$ cat src/rtl/can_bit_timer.sv
module can_bit_timer #(
  parameter int PW = 8,
  parameter int SW = 4,
  parameter int IDLE_BITS = 11
) (
  input  logic          clk,
  input  logic          rst_n,
  input  logic          rx_async,
  input  logic          tx_bit,
  input  logic [PW-1:0] cfg_brp,
  input  logic [SW-1:0] cfg_prop,
  input  logic [SW-1:0] cfg_ph1,
  input  logic [SW-1:0] cfg_ph2,
  input  logic [SW-1:0] cfg_sjw,
  output logic          rx_bit,
  output logic          sample_stb,
  output logic          bit_stb,
  output logic          bus_idle
);
  localparam int TW = SW + 2;
  localparam int IW = $clog2(IDLE_BITS + 1);

  typedef enum logic [1:0] {SEG_SYNC, SEG_T1, SEG_PH2} seg_t;

  logic [1:0]    sync_q;
  logic [PW-1:0] pc;
  seg_t          seg;
  logic [TW-1:0] cnt, ext;
  logic          lvl, rs_done;
  logic [IW-1:0] rec_cnt;

  wire rx_s   = sync_q[1];
  wire tick   = ({1'b0, pc} + 1'b1) >= {1'b0, cfg_brp};
  wire fall   = tick & lvl & ~rx_s;
  wire hard   = fall & bus_idle;
  wire resync = fall & ~bus_idle & ~rs_done & tx_bit;
  wire late   = resync & (seg == SEG_T1);
  wire early  = resync & (seg == SEG_PH2);

  wire [TW-1:0] sjw    = TW'(cfg_sjw);
  wire [TW-1:0] ph2    = TW'(cfg_ph2);
  wire [TW-1:0] t1_len = TW'(cfg_prop) + TW'(cfg_ph1);
  wire [TW-1:0] late_e = cnt + TW'(1);
  wire [TW-1:0] ph2_e  = ph2 - cnt;
  wire [TW-1:0] ext_n  = late ? ((late_e < sjw) ? late_e : sjw) : ext;
  wire [TW-1:0] skip   = cnt + TW'(1) + sjw;

  wire t1_done    = (seg == SEG_T1) && (cnt == t1_len - TW'(1) + ext_n);
  wire ph2_last   = (seg == SEG_PH2) && (cnt == ph2 - TW'(1));
  wire early_full = early && (ph2_e <= sjw);

  always_ff @(posedge clk or negedge rst_n) begin
    if (!rst_n) begin
      sync_q     <= 2'b11;
      pc         <= '0;
      seg        <= SEG_SYNC;
      cnt        <= '0;
      ext        <= '0;
      lvl        <= 1'b1;
      rs_done    <= 1'b0;
      rec_cnt    <= '0;
      bus_idle   <= 1'b0;
      rx_bit     <= 1'b1;
      sample_stb <= 1'b0;
      bit_stb    <= 1'b0;
    end else begin
      sync_q     <= {sync_q[0], rx_async};
      sample_stb <= 1'b0;
      bit_stb    <= 1'b0;
      pc         <= tick ? '0 : pc + 1'b1;
      if (tick) begin
        lvl <= rx_s;
        if (hard || resync) rs_done <= 1'b1;
        if (hard || early_full || seg == SEG_SYNC) begin
          seg     <= SEG_T1;
          cnt     <= '0;
          ext     <= '0;
          bit_stb <= 1'b1;
          if (hard) bus_idle <= 1'b0;
        end else if (seg == SEG_T1) begin
          ext <= ext_n;
          if (t1_done) begin
            seg        <= SEG_PH2;
            cnt        <= '0;
            sample_stb <= 1'b1;
            rx_bit     <= rx_s;
            rs_done    <= 1'b0;
            if (!rx_s) rec_cnt <= '0;
            else if (rec_cnt != IW'(IDLE_BITS)) rec_cnt <= rec_cnt + 1'b1;
            if (rx_s && rec_cnt >= IW'(IDLE_BITS - 1)) bus_idle <= 1'b1;
          end else begin
            cnt <= cnt + 1'b1;
          end
        end else if (early) begin
          if (skip >= ph2) begin
            seg <= SEG_SYNC;
            cnt <= '0;
          end else begin
            cnt <= skip;
          end
        end else if (ph2_last) begin
          seg <= SEG_SYNC;
          cnt <= '0;
        end else begin
          cnt <= cnt + 1'b1;
        end
      end
    end
  end

  // sample point and bit boundary are distinct events
  a_r2_strobes_apart: assert property (@(posedge clk) disable iff (!rst_n)
    $onehot0({sample_stb, bit_stb}));

  // captured bit only moves at a sample point
  a_r3_rx_bit_hold: assert property (@(posedge clk) disable iff (!rst_n)
    !$stable(rx_bit) |-> sample_stb);

  // a sample strobe is never followed directly by another
  a_r1_single_strobe: assert property (@(posedge clk) disable iff (!rst_n)
    sample_stb |=> !sample_stb);

  // idle is declared only by a recessive sample
  a_r12_idle_rise: assert property (@(posedge clk) disable iff (!rst_n)
    $rose(bus_idle) |-> (sample_stb && rx_bit));

  // idle ends only through a hard synchronization
  a_r4_idle_fall: assert property (@(posedge clk) disable iff (!rst_n)
    $fell(bus_idle) |-> bit_stb);
endmodule

$ cat config.mk
export PLATFORM = sky130hd
export DESIGN_NAME = can_bit_timer
export DESIGN_NICKNAME = d
export VERILOG_FILES = /design/src/rtl/can_bit_timer.sv
export SDC_FILE = /design/constraint.sdc
export NUM_CORES = 1
export LEC_CHECK = 0
export CAP_MARGIN = 20
export CELL_PAD_IN_SITES_DETAIL_PLACEMENT = 1
export CELL_PAD_IN_SITES_GLOBAL_PLACEMENT = 2
export CORE_MARGIN = 2
export CORE_UTILIZATION = 44
export CTS_CLUSTER_DIAMETER = 50
export DETAILED_ROUTE_END_ITERATION = 8
export DONT_BUFFER_PORTS = 1
export GPL_TIMING_DRIVEN = 1
export PLACE_DENSITY_LB_ADDON = 0.1
export SLEW_MARGIN = 20
export SYNTH_ARGS = -nofsm -noshare
export SYNTH_HDL_FRONTEND = slang
export SYNTH_SLANG_ARGS = --single-unit
$ cat constraint.sdc
create_clock -name clk -period 12.63 [get_ports clk]
set_clock_uncertainty 0.15 [all_clocks]
set_input_delay 2.526 -clock clk [delete_from_list [all_inputs] [get_ports clk]]
set_output_delay 2.526 -clock clk [all_outputs]
set_load 0.01 [all_outputs]
==> reports/qor.yml <==
crit_fanout: 10
path_clk_slew_ns: 0.07
die-area_um2: 7990
hold_viol: 0
cts_hold_buf: 0
synth_nets: 428
fillers: 856
ys_ff_latch: 34
setup_ws_ns: 5.89
switching_power_mw: 0.293
clk_path_buf_depth: 2
yosysTopAreaCellShare_pct: 23.4
powerDensity_nw_per_um2: 194
diodes: 0
startpoint_type: "input pin"
multi_input_area_um2: 2100
grt.total_usage_pct: 21.3
drv_slew: 0
drive_above_1_share_pct: 8.55
ant_nets: 0
grt_overflow: 0
synthCells: 350
setup_violations: 0
ys.flop_type: "dfrtp_1"
critPathKind: "input pin to register"
drv_cap: 0
cts_setup_buffers: 0
rsz0062_at_grt: "false"
avgSynthCellArea_um2: 9.16
synth_edf_count: 0
place.port_buffers: 0
period_needed_ns: 6.74
cts_tree: "built"
yosysSeqAreaShare_pct: 26.7
dr.first_iter.drc_count: 119
synth.most_common_cell: "inv_1"
io_pins: 32
cp_data_required_time_ns: 12.69
gp_congestion: 0.810
num_vias: 2497
switching_share_pct: 44.3
p_int_mw: 0.368
fin_crit_sh_pct: 53.4
min_path_type: "register to register"
status: "finished clean"
rows: 31
numCtsBuffers: 5
placed_cell_area_um2: 3290
dp_slack_ns: 5.56
fp.dieW_um: 89.4
timing.setup.tns_ns: 0
total_power_mw: 0.661
p_leak_nw: 1.67
p_comb_share_pct: 58.1
peakVddDrop_mv: 0.0513
timing.hold.ws_ns: 0.212
fin_area_um2: 3400
vias_per_cell: 5.55
synth_area_leaders: "dfrtp_1, ha_1, inv_1, xnor2_1, fa_1"
worstMarginPinSlew_ns: 0.775
yosysWarnings: 0
clock_latency_ns: 0.29
grt_first_pass_wirelength_mm: 12.9
drc: 0
core_um2: 7140
grt_pass1_vias: 2530
start_util_pct: 44.9
root_buffer: "clkbuf_8"
area_growth_pct: 6.09
worst_setup_path_end_kind: "register"
dp_hpwl_mm: 6.41
grt_start_max_net_pins: 35
dr.pass1.iters: 4
cts_resized: 0
regArea_um2: 856
die_y_um: 89.4
cp.arrival_ns: 6.81
synth_area_um2: 3210
antenna_found_initial: 0
synth_top_cell_by_area: "dfrtp_1"
cts.sinks: 34
clkPwrFrac_pct: 16.0
synth_cell_types: 64
htree_levels: 2
wl_per_cell_um: 17.3
async_flop_share_pct: 100
fmax_mhz: 148
seqPwrFrac_pct: 25.9
ys_top_cells_by_count: "inv_1, ha_1, dfrtp_1"
nets: 428
wl_mm: 7.80
slew_headroom_pct: 47.8
## critical path, cell delays in order
cell	delay [ns]
inv_1	0.12
ha_1	0.26
nor2b_1	0.13
o21ai_0	0.14
a21oi_1	0.12
nor4b_4	0.43
mux2_2	0.38
mux2i_1	0.24
fa_1	0.51
fa_1	0.46
nand3b_1	0.17
nand2_1	0.07
xnor2_1	0.13
nand2_1	0.09
o211ai_2	0.40
nand2b_4	0.27
mux2_2	0.35
## through the flow
stage,utilization [%],cells
2_1_floorplan,-,350
3_3_place_gp,46.0,442
3_5_place_dp,46.0,442
4_1_cts,47.7,450
5_1_grt,47.7,450
6_report,47.7,450
## final timing paths
check                               startpoint  slack (ns)             endpoint  cells past startpoint
max                                 cfg_sjw[1]        5.89   rx_bit$_DFFE_PN1P_                     17
min                        sync_q[0]$_DFF_PN1_        0.21  sync_q[1]$_DFF_PN1_                      0
max reg2reg                    pc[0]$_DFF_PN0_        7.19   rx_bit$_DFFE_PN1P_                     22
min reg2reg                sync_q[0]$_DFF_PN1_        0.21  sync_q[1]$_DFF_PN1_                      0
max in group asynchronous                rst_n       10.38   rx_bit$_DFFE_PN1P_                      0
min in group asynchronous                rst_n        1.77      pc[0]$_DFF_PN0_                      0
## power by group through the flow
stage / Combinational, mW / Clock [mW] / Sequential (mW)
after floorplan: 0.319 / 0 / 0.150
after global placement: 0.378 / 0 / 0.172
after detailed placement: 0.388 / 0 / 0.173
after CTS: 0.390 / 0.109 / 0.171
after global routing: 0.439 / 0.113 / 0.176
final: 0.384 / 0.106 / 0.171
## placed cells by master, fill, tap and decap left out, types with 4 or more instances in the layout
cell type | Yosys | final
dfstp_2 | 4 | 4
nor2_1 | 18 | 18
nand2_1 | 24 | 24
a21o_1 | 6 | 6
nand3_1 | 8 | 8
nand3b_1 | 4 | 4
clkbuf_8 | 0 | 6
xor2_1 | 13 | 13
a21oi_1 | 15 | 15
nor2b_1 | 4 | 4
inv_1 | 54 | 54
fa_1 | 6 | 6
xnor2_1 | 16 | 16
dfrtp_1 | 30 | 30
ha_1 | 44 | 44
o21ai_0 | 11 | 11
nor3_1 | 6 | 6
mux2i_1 | 6 | 6
nand4_1 | 4 | 4
and3_1 | 9 | 9
## state kept, by name (all words and copies together), names as in the netlist, 2 cells and up
name and cells:
seg 2, cnt 6, pc 8, sync_q 2
ext 6, rec_cnt 4
## area by class of cell
cell class                      count  area share, %
Clock buffer                        7           2.54
Clock inverter                      1          0.883
Inverter                           54           5.96
Multi-Input combinational cell    255           61.8
Sequential cell                    34           25.2
Tap cell                           99           3.64
## logic make-up (layout without fill, tap and decap cells)
logic type,Yosys count,in the layout,synth area share (%)
AO/OA/AOI/OAI,69,69,16.3
XOR/XNOR,29,29,7.92
adder cells (fa/ha/maj),50,50,20.9
buffers and inverters,61,62,7.72
flip-flops,34,34,26.7
multiplexers,9,9,2.93
AND/OR/NAND/NOR,98,98,17.5
## metal layers
| layer | part of all wire [%] | routed length (um) | global-route usage [%] | vias up |
|---|---|---|---|---|
| met5 | 0 | 0 | 0 | - |
| met4 | 1.9 | 145 | 6.38 | 0 |
| met3 | 2.3 | 183 | 3.14 | 10 |
| met2 | 47 | 3690 | 36.2 | 34 |
| met1 | 48 | 3780 | 28.2 | 1240 |
| li1 | - | - | - | 1213 |
(Power assumes the default switching activity.)
